==> src/rtl/scanirq_pkg.sv <==
package scanirq_pkg;

  // Source bit positions; the irqSrcClr port uses the same positions.
  localparam int SRC_H = 0;
  localparam int SRC_V = 1;
  localparam int SRC_W = 2;

  // Strobes from control to datapath.
  typedef struct packed {
    logic lineAdv;     // advance line counter
    logic nmiLoad;     // load NMI countdown from trigger
    logic nmiDec;      // step NMI countdown
    logic irqLoad;     // load IRQ delay
    logic irqLoadNow;  // with irqLoad: load zero instead of full delay
    logic irqDec;      // step IRQ delay
  } ctlStrobes_t;

  // Decoded datapath state back to control.
  typedef struct packed {
    logic wrapNext;       // next line value is a wrap to 0
    logic vbStartNext;    // next line is first blanking line
    logic firstVisNext;   // next line is first visible line
    logic vMatchNext;     // next line equals target line
    logic hMatchNow;      // current line equals target line
    logic nmiCntLastOne;  // NMI countdown at its final step
    logic irqDelayZero;   // IRQ delay expired
    logic irqDelayOne;    // IRQ delay one step from expiry
  } dpStatus_t;

endpackage

==> src/rtl/sirq_datapath.sv <==
module sirq_datapath
  import scanirq_pkg::*;
#(
  parameter int LINE_W     = 9,
  parameter int NTSC_LINES = 262,
  parameter int PAL_LINES  = 312,
  parameter int FIRST_VIS  = 1,
  parameter int NMI_W      = 4,
  parameter int IRQ_DELAY  = 3
) (
  input  logic              clk,
  input  logic              rstN,
  input  logic              palSel,
  input  logic [LINE_W-1:0] screenHeight,
  input  logic [LINE_W-1:0] irqLine,
  input  logic [NMI_W-1:0]  nmiTrigger,
  input  ctlStrobes_t       stb,
  output dpStatus_t         status
);

  localparam int CNT_W = LINE_W + 1;
  localparam int DLY_W = $clog2(IRQ_DELAY + 1);
  localparam int MAX_LINES = (PAL_LINES > NTSC_LINES) ? PAL_LINES : NTSC_LINES;
  localparam logic [CNT_W-1:0] NTSC_LIM = CNT_W'(NTSC_LINES);
  localparam logic [CNT_W-1:0] PAL_LIM  = CNT_W'(PAL_LINES);
  localparam logic [CNT_W-1:0] ANY_LIM  = CNT_W'(MAX_LINES);
  localparam logic [LINE_W-1:0] FIRST_LINE = LINE_W'(FIRST_VIS);
  localparam logic [DLY_W-1:0] DLY_FULL = DLY_W'(IRQ_DELAY);

  logic [LINE_W-1:0] lineCount;
  logic [LINE_W-1:0] nextLine;
  logic [CNT_W-1:0]  incWide;
  logic [CNT_W-1:0]  frameLim;
  logic [CNT_W-1:0]  blankLine;
  logic              wrapNow;
  logic [NMI_W-1:0]  nmiCnt;
  logic [DLY_W-1:0]  irqDelay;

  // Line arithmetic: decode is done on the value the counter will take.
  always_comb begin
    incWide   = CNT_W'(lineCount) + CNT_W'(1);
    frameLim  = palSel ? PAL_LIM : NTSC_LIM;
    wrapNow   = (incWide >= frameLim);
    nextLine  = wrapNow ? '0 : incWide[LINE_W-1:0];
    blankLine = CNT_W'(screenHeight) + CNT_W'(FIRST_VIS);
  end

  always_ff @(posedge clk or negedge rstN) begin
    if (!rstN) begin
      lineCount <= '0;
    end else if (stb.lineAdv) begin
      lineCount <= nextLine;
    end
  end

  // NMI countdown register.
  always_ff @(posedge clk or negedge rstN) begin
    if (!rstN) begin
      nmiCnt <= '0;
    end else if (stb.nmiLoad) begin
      nmiCnt <= nmiTrigger;
    end else if (stb.nmiDec) begin
      nmiCnt <= nmiCnt - NMI_W'(1);
    end
  end

  // IRQ delivery delay register.
  always_ff @(posedge clk or negedge rstN) begin
    if (!rstN) begin
      irqDelay <= '0;
    end else if (stb.irqLoad) begin
      irqDelay <= stb.irqLoadNow ? '0 : DLY_FULL;
    end else if (stb.irqDec) begin
      irqDelay <= irqDelay - DLY_W'(1);
    end
  end

  always_comb begin
    status.wrapNext      = wrapNow;
    status.vbStartNext   = (CNT_W'(nextLine) == blankLine);
    status.firstVisNext  = (nextLine == FIRST_LINE);
    status.vMatchNext    = (nextLine == irqLine);
    status.hMatchNow     = (lineCount == irqLine);
    status.nmiCntLastOne = (nmiCnt == '0) || (nmiCnt == NMI_W'(1));
    status.irqDelayZero  = (irqDelay == '0);
    status.irqDelayOne   = (irqDelay == DLY_W'(1));
  end

  // The line count never leaves the longest frame.
  assert_line_in_range_R1: assert property (@(posedge clk) disable iff (!rstN)
    CNT_W'(lineCount) < ANY_LIM);

  // The delay never exceeds its load value.
  assert_delay_bounded_R9: assert property (@(posedge clk) disable iff (!rstN)
    irqDelay <= DLY_FULL);

endmodule

==> src/rtl/sirq_control.sv <==
module sirq_control
  import scanirq_pkg::*;
(
  input  logic             clk,
  input  logic             rstN,
  input  logic             lineEndStb,
  input  logic             hTimerStb,
  input  logic             hTimerEn,
  input  logic             vTimerEn,
  input  logic [SRC_W-1:0] irqSrcClr,
  input  logic             nmiEnable,
  input  logic             cpuIrqMask,
  input  logic             cpuWaiting,
  input  dpStatus_t        status,
  output ctlStrobes_t      stb,
  output logic             nmiPulse,
  output logic             irqPulse,
  output logic             wakePulse,
  output logic             vblankFlag,
  output logic             fieldFlag
);

  logic             nmiPending;
  logic             irqPending;
  logic [SRC_W-1:0] irqSrc;
  logic [SRC_W-1:0] raiseBits;
  logic [SRC_W-1:0] keptSrc;
  logic             raiseAny;
  logic             vbEnter;
  logic             vbLeave;
  logic             nmiArm;
  logic             nmiFire;
  logic             irqSettle;
  logic             irqFire;
  logic             irqDrop;

  always_comb begin
    raiseBits        = '0;
    raiseBits[SRC_V] = lineEndStb & vTimerEn & ~hTimerEn & status.vMatchNext;
    raiseBits[SRC_H] = hTimerStb & hTimerEn & (~vTimerEn | status.hMatchNow);
    raiseAny         = |raiseBits;
    keptSrc          = irqSrc & ~irqSrcClr;

    vbEnter = lineEndStb & status.vbStartNext;
    vbLeave = lineEndStb & status.firstVisNext & ~status.vbStartNext;
    nmiArm  = vbEnter & nmiEnable;
    nmiFire = nmiPending & ~nmiArm & ~vbLeave & status.nmiCntLastOne;

    irqSettle = irqPending & ~raiseAny & status.irqDelayZero;
    irqFire   = irqSettle & (|keptSrc) & ~cpuIrqMask;
    irqDrop   = irqSettle & ~(|keptSrc);

    stb.lineAdv    = lineEndStb;
    stb.nmiLoad    = nmiArm;
    stb.nmiDec     = nmiPending & ~nmiArm & ~vbLeave & ~status.nmiCntLastOne;
    stb.irqLoad    = raiseAny;
    stb.irqLoadNow = raiseAny & cpuWaiting;
    stb.irqDec     = irqPending & ~raiseAny & ~status.irqDelayZero
                   & ~(status.irqDelayOne & cpuIrqMask);
  end

  // Frame status bits.
  always_ff @(posedge clk or negedge rstN) begin
    if (!rstN) begin
      vblankFlag <= 1'b0;
      fieldFlag  <= 1'b0;
    end else begin
      if (vbEnter) begin
        vblankFlag <= 1'b1;
      end else if (vbLeave) begin
        vblankFlag <= 1'b0;
      end
      if (lineEndStb & status.wrapNext) begin
        fieldFlag <= ~fieldFlag;
      end
    end
  end

  // NMI pending state.
  always_ff @(posedge clk or negedge rstN) begin
    if (!rstN) begin
      nmiPending <= 1'b0;
    end else if (nmiArm) begin
      nmiPending <= 1'b1;
    end else if (vbLeave | nmiFire) begin
      nmiPending <= 1'b0;
    end
  end

  // IRQ sources and pending state.
  always_ff @(posedge clk or negedge rstN) begin
    if (!rstN) begin
      irqSrc     <= '0;
      irqPending <= 1'b0;
    end else begin
      irqSrc <= keptSrc | raiseBits;
      if (raiseAny) begin
        irqPending <= 1'b1;
      end else if (irqFire | irqDrop) begin
        irqPending <= 1'b0;
      end
    end
  end

  // Registered pulse outputs.
  always_ff @(posedge clk or negedge rstN) begin
    if (!rstN) begin
      nmiPulse  <= 1'b0;
      irqPulse  <= 1'b0;
      wakePulse <= 1'b0;
    end else begin
      nmiPulse  <= nmiFire;
      irqPulse  <= irqFire;
      wakePulse <= cpuWaiting & (raiseAny | nmiFire);
    end
  end

  assert_nmi_from_pending_R4: assert property (@(posedge clk) disable iff (!rstN)
    nmiPulse |-> $past(nmiPending));

  assert_nmi_single_R13: assert property (@(posedge clk) disable iff (!rstN)
    nmiPulse |=> !nmiPulse);

  assert_irq_unmasked_R11: assert property (@(posedge clk) disable iff (!rstN)
    irqPulse |-> $past(irqPending && !cpuIrqMask));

  assert_wake_needs_wait_R10: assert property (@(posedge clk) disable iff (!rstN)
    wakePulse |-> $past(cpuWaiting));

  assert_vblank_on_line_R3: assert property (@(posedge clk) disable iff (!rstN)
    $rose(vblankFlag) |-> $past(lineEndStb));

  assert_field_on_line_R2: assert property (@(posedge clk) disable iff (!rstN)
    !$stable(fieldFlag) |-> $past(lineEndStb));

endmodule

==> src/rtl/scanline_irq_ctrl.sv <==
module scanline_irq_ctrl
  import scanirq_pkg::*;
#(
  parameter int LINE_W     = 9,
  parameter int NTSC_LINES = 262,
  parameter int PAL_LINES  = 312,
  parameter int FIRST_VIS  = 1,
  parameter int NMI_W      = 4,
  parameter int IRQ_DELAY  = 3
) (
  input  logic              clk,
  input  logic              rstN,
  input  logic              lineEndStb,
  input  logic              hTimerStb,
  input  logic              palSel,
  input  logic [LINE_W-1:0] screenHeight,
  input  logic              hTimerEn,
  input  logic              vTimerEn,
  input  logic [LINE_W-1:0] irqLine,
  input  logic [1:0]        irqSrcClr,
  input  logic              nmiEnable,
  input  logic [NMI_W-1:0]  nmiTrigger,
  input  logic              cpuIrqMask,
  input  logic              cpuWaiting,
  output logic              nmiPulse,
  output logic              irqPulse,
  output logic              wakePulse,
  output logic              vblankFlag,
  output logic              fieldFlag
);

  ctlStrobes_t stbBus;
  dpStatus_t   statBus;

  sirq_datapath #(
    .LINE_W    (LINE_W),
    .NTSC_LINES(NTSC_LINES),
    .PAL_LINES (PAL_LINES),
    .FIRST_VIS (FIRST_VIS),
    .NMI_W     (NMI_W),
    .IRQ_DELAY (IRQ_DELAY)
  ) u_dp (
    .clk         (clk),
    .rstN        (rstN),
    .palSel      (palSel),
    .screenHeight(screenHeight),
    .irqLine     (irqLine),
    .nmiTrigger  (nmiTrigger),
    .stb         (stbBus),
    .status      (statBus)
  );

  sirq_control u_ctl (
    .clk       (clk),
    .rstN      (rstN),
    .lineEndStb(lineEndStb),
    .hTimerStb (hTimerStb),
    .hTimerEn  (hTimerEn),
    .vTimerEn  (vTimerEn),
    .irqSrcClr (irqSrcClr),
    .nmiEnable (nmiEnable),
    .cpuIrqMask(cpuIrqMask),
    .cpuWaiting(cpuWaiting),
    .status    (statBus),
    .stb       (stbBus),
    .nmiPulse  (nmiPulse),
    .irqPulse  (irqPulse),
    .wakePulse (wakePulse),
    .vblankFlag(vblankFlag),
    .fieldFlag (fieldFlag)
  );

endmodule

==> config.mk <==
export PLATFORM = sky130hd
export DESIGN_NAME = scanline_irq_ctrl
export DESIGN_NICKNAME = d
export VERILOG_FILES = /design/src/rtl/scanirq_pkg.sv /design/src/rtl/sirq_datapath.sv /design/src/rtl/sirq_control.sv /design/src/rtl/scanline_irq_ctrl.sv
export SDC_FILE = /design/constraint.sdc
export NUM_CORES = 1
export LEC_CHECK = 0
export BUFFER_PORTS_ARGS = -buffer_cell sky130_fd_sc_hd__buf_2
export CORE_MARGIN = 1
export CORE_UTILIZATION = 60
export DETAILED_ROUTE_END_ITERATION = 12
export PLACE_DENSITY = 0.92
export SETUP_SLACK_MARGIN = 0.15
export SLEW_MARGIN = 20
export SYNTH_ARGS = -nofsm -noshare
export SYNTH_HDL_FRONTEND = slang
export SYNTH_HIERARCHICAL = 1
export SYNTH_SLANG_ARGS = --single-unit
export TNS_END_PERCENT = 100
==> constraint.sdc <==
create_clock -name clk -period 14.3 [get_ports clk]
set_clock_uncertainty 0.2 [all_clocks]
set_input_delay 1.43 -clock clk [delete_from_list [all_inputs] [get_ports clk]]
set_output_delay 1.43 -clock clk [all_outputs]
set_load 0.03 [all_outputs]
# Word-level counts from Yosys, hierarchy flattened
# Index checks and enable logic that the tools add are counted.
dict set report word_totals {
  reg_bits 24
  input_bits 34
  word_cells 88
}
dict set report classes {
  add_sub_neg 4
  order_cmp 1
  n_eq_ne 6
  mux 13
  bitwise_logic 43
  n_reduce_logical 10
}
# op count
set op_table {}
lappend op_table {{1-bit AND} 24}
lappend op_table {{9-bit by 1-bit adder with 10-bit output (second input constant)} 2}
lappend op_table {{9-bit == test} 2}
lappend op_table {{1-bit inverter} 12}
lappend op_table {{9-bit by 10-bit == test with 1-bit output} 1}
lappend op_table {{10-bit greater-or-equal comparator} 1}
lappend op_table {{2-bit nonzero test} 5}
lappend op_table {{9-bit by 1-bit == test with 1-bit output (second input constant)} 1}
lappend op_table {{9-bit two-way mux} 1}
lappend op_table {{4-bit two-way mux} 2}
lappend op_table {{1-bit two-way mux} 6}
lappend op_table {{2-bit two-way mux} 3}
lappend op_table {{6-bit two-way mux} 1}
lappend op_table {{4-bit by 1-bit == test with 1-bit output (second input constant)} 1}
lappend op_table {{4-bit zero test} 1}
lappend op_table {{1-bit bitwise OR} 4}
lappend op_table {{2-bit OR reduction} 2}
lappend op_table {{4-bit by 1-bit subtractor with 4-bit output (second input constant)} 1}
lappend op_table {{2-bit AND} 1}
lappend op_table {{2-bit by 1-bit == test with 1-bit output (second input constant)} 1}
lappend op_table {{2-bit zero test} 1}
lappend op_table {{2-bit inverter} 1}
lappend op_table {{2-bit bitwise OR} 1}
lappend op_table {{2-bit by 1-bit subtractor with 2-bit output (second input constant)} 1}
lappend op_table {{1-bit logical OR} 1}

# Logic depth before layout (Yosys ltp)
dict set report logic_depth {
  word_depth 14
  ltp_mapped 20
  ltp_nobuf 20
}

# Hierarchy
# Netlist, hierarchy kept.
# module n_inst cells_each area_each_um2
set by_module_without_submodules {}
lappend by_module_without_submodules {sirq_datapath 1 229 1933.1}
lappend by_module_without_submodules {sirq_control 1 41 476.7}

# Least setup slack after synthesis
# No wires, ideal clock.
dict set report synth_timing {
  path_kind {input port to flip-flop}
  startpoint {input port palSel}
  endpoint {register u_dp.nmiCnt[3]}
  arrival_ns 4.600
  required_time_ns 13.975
  setup_slack_ns 9.376
  cell_stages 15
  n_path_buf 0
  path_cell_list {inv_1 ha_1 a21oi_1 o21a_1 and4_4 o21ai_0 a211oi_1 xnor2_1 nor4_1 mux2i_1 nor2b_1 nor2_1 nor4b_1 xor2_1 mux2_2}
}
# item line_no
set synth_lines {}
lappend synth_lines {{start: declaration} scanline_irq_ctrl.sv:15} ;# input logic palSel,
lappend synth_lines {{end signal: assignment} sirq_datapath.sv:61} ;# nmiCnt <= nmiTrigger;
lappend synth_lines {{end signal: assignment} sirq_datapath.sv:63} ;# nmiCnt <= nmiCnt - NMI_W'(1);
lappend synth_lines {{end: declaration} sirq_datapath.sv:36} ;# logic [NMI_W-1:0] nmiCnt;

==> run_results.csv <==
group,metric,value,unit
sta,fin_crit,5.61,ns
layout,seq_area,601,sq um
layout,layout-drive-gt1-share,0.247,
synth,syn_area_per_cell,8.93,sq um
sta,max_freq,178,MHz
sta,worst_slack,8.69,ns
synth,synth_edf_count,0,
clock_tree,cts_resized,0,
placement,place_ws,8.78,ns
sta,worst_slew_pin_slew,0.579,ns
worst_setup_path,critPathKind,"reg2reg",
detailed_routing,routedWlPerCell,14.9,um
clock_tree,cts_root_buf,"clkbuf_8",
clock_tree,clock_sinks,24,
sta,relSlewSlack,0.611,
detailed_routing,ant_nets,0,
global_route,grt-ovfl-total,0,
worst_setup_path,critPathCaptureType,"register",
clock_tree,numCtsBuffers,3,
placement,placed_area,2550,sq um
sta,rsz0062_at_grt,"no",
synth,synthCells,270,
pwr,peakVddDrop,0.109,mV
global_route,grt_pass1_wl,8530,um
pwr,p_per_area,127,nW/um^2
layout,stdcell_area,2590,sq um
floorplanning,die_x,65.4,um
floorplanning,row_count,22,
placement,post-place-cells,344,
sta,setup-tns-final,0,ns
clock_tree,cts_tree,"built",
clock_tree,clk_pin_slew,0.08,ns
layout,final_common_cell,"buf_2",
global_route,grt_max_degree,25,
layout,fillers,290,
pwr,p_leak,1.12,nW
clock_tree,cts_buffer_depth,2,
clock_tree,hold_buffers,0,
floorplanning,io_pins,39,
layout,syn2layout_area_growth,7.68,%
floorplanning,die_height,65.4,um
layout,fin_cells,347,
min_path,min_path_type,"reg2reg",
worst_setup_path,crit_required,14.25,ns
sta,fin_crit_sh,0.392,
synth,yosysUniqueCellTypes,69,
clock_tree,post_cts.repair.setup_buffers,0,
pwr,finalPower,0.330,mW
layout,multiInputGateArea,1640,sq um
synth,yosys_warnings,6,
sta,whs,0.280,ns
sta,final-setup-viol-count,0,
detailed_routing,dr_total_vias,2112,
detailed_routing,avgViaCountPerCell,6.09,
global_route,grt_usage,0.256,
placement,dp_hpwl,4140,um
placement,port_buffers,38,
worst_setup_path,critPathArrivalTime,5.56,ns
sta,hold_violations,0,
synth,seq_area_frac_synth,0.249,
detailed_routing,drtIter0Drc,199,
synth,syn_nets,315,
detailed_routing,dr.pass1.iters,5,
worst_setup_path,reg2reg_slack,8.69,ns
floorplanning,dieArea,4270,sq um
sta,drv_slew,0,
worst_setup_path,path_max_fanout,9,
job,drv_cap,0,
layout,diodes,0,
run_status,status,"finished clean",
synth,synth-seq-cells,24,
floorplanning,core_area,3740,sq um
clock_tree,htreeDepth,1,
worst_setup_path,worstSetupStartpointType,"register",
detailed_routing,wl,5180,um
detailed_routing,drc_errors,0,
synth,synth_area,2410,sq um
global_route,grt_pass1_vias,1902,
global_route,antenna_found_initial,0,
synth,async_flop_share,1.00,
layout,final_util,0.693,
clock_tree,clkLatencyLatePin,0.27,ns
synth,synthFlopType,"dfrtp_1",
layout,final_nets,346,
floorplanning,initial_core_util,0.644,
layout,layout_common_cells,"buf_2 (38), nand2_1 (25), dfrtp_1 (24), xnor2_1 (19), inv_1 (16)",
placement,gp_congestion,0.939,
-- power by group --
part	switching [mW]	leakage, nW	total (mW)	internal (mW)
logic	0.0953	0.801	0.175	0.0797
clock network	0.0201	0.0216	0.0390	0.0188
registers	0.0292	0.299	0.117	0.0874
total	0.145	1.12	0.330	0.186
-- path summary, 6_finish.rpt --
path | from | endpoint | depth (start not counted)
max reg2reg | u_dp/lineCount[0] | u_dp/nmiCnt[3] | 19
max | u_dp/lineCount[0] | u_dp/nmiCnt[3] | 19
min in group asynchronous | rstN | u_ctl/irqPulse | 1
min | u_ctl/fieldFlag | u_ctl/fieldFlag | 1
min reg2reg | u_ctl/fieldFlag | u_ctl/fieldFlag | 1
max in group asynchronous | rstN | u_dp/lineCount[4] | 1
-- metal layers --
| metal | global-route usage | vias to the layer above | wire length, um |
|---|---|---|---|
| li1 | - | 1034 | - |
| met1 | 0.356 | 983 | 2240 |
| met2 | 0.428 | 89 | 2530 |
| met3 | 0.0330 | 6 | 366 |
| met4 | 0.0462 | 0 | 53 |
| met5 | 0 | - | 0 |
-- cell type report --
class | count | area share
Inverter | 16 | 0.0231
Tap cell | 48 | 0.0231
Multi-Input combinational cell | 218 | 0.633
Sequential cell | 24 | 0.231
Timing Repair Buffer | 38 | 0.0733
Clock buffer | 3 | 0.0159
-- sequential cells by signal, indices dropped and copies added, names as in the netlist --
register and flops:
u_ctl/fieldFlag 1, u_ctl/irqPending 1, u_ctl/irqPulse 1, u_ctl/irqSrc 2, u_ctl/nmiPending 1, u_ctl/nmiPulse 1
u_ctl/vblankFlag 1, u_ctl/wakePulse 1, u_dp/irqDelay 2, u_dp/lineCount 9, u_dp/nmiCnt 4
-- critical path: stages, from the launching register on --
cell	delay, ns
dfrtp_1	0.55
ha_1	0.38
and2_1	0.27
nand2_1	0.10
xor2_1	0.42
inv_1	0.11
ha_1	0.31
nand4_1	0.10
o21a_1	0.23
and4_4	0.28
o21ai_0	0.09
a211oi_1	0.49
xnor2_1	0.15
nor4_1	0.48
mux2i_1	0.25
nor2b_1	0.10
nor2_1	0.28
nor4b_1	0.33
xor2_1	0.10
mux2_2	0.27
-- cells by family (layout without fill, tap and decap cells) --
logic type | count (synthesis) | count (layout) | share of synthesized area
buffers and inverters | 28 | 57 | 0.0691
adder cells (fa/ha/maj) | 11 | 11 | 0.0571
flip-flops | 24 | 24 | 0.249
multiplexers | 8 | 8 | 0.0358
AND/OR/NAND/NOR | 104 | 104 | 0.253
AO/OA/AOI/OAI | 62 | 62 | 0.209
XOR/XNOR | 33 | 33 | 0.126
-- synthesized netlist by cell type, types with 3 or more instances --
cell type  number  area, sq um
ha_1           11          138
nand2b_1        4         25.0
xor2_1         12          105
nor4_1          4         25.0
nand4_1         6         37.5
xnor2_1        19          166
nor2_1         15         56.3
nand3_1        12         60.1
mux2_2          5         56.3
o21a_1          3         22.5
a21oi_1         9         45.0
mux2i_1         3         30.0
or3_2           3         22.5
nand2_1        25         93.8
nor3_1         10         50.1
buf_4           6         45.0
o22ai_1         3         18.8
o21ai_0        14         70.1
dfrtp_1        24          601
inv_1          16         60.1
nor2b_1         3         18.8
Power figures use the tool's default switching activity.
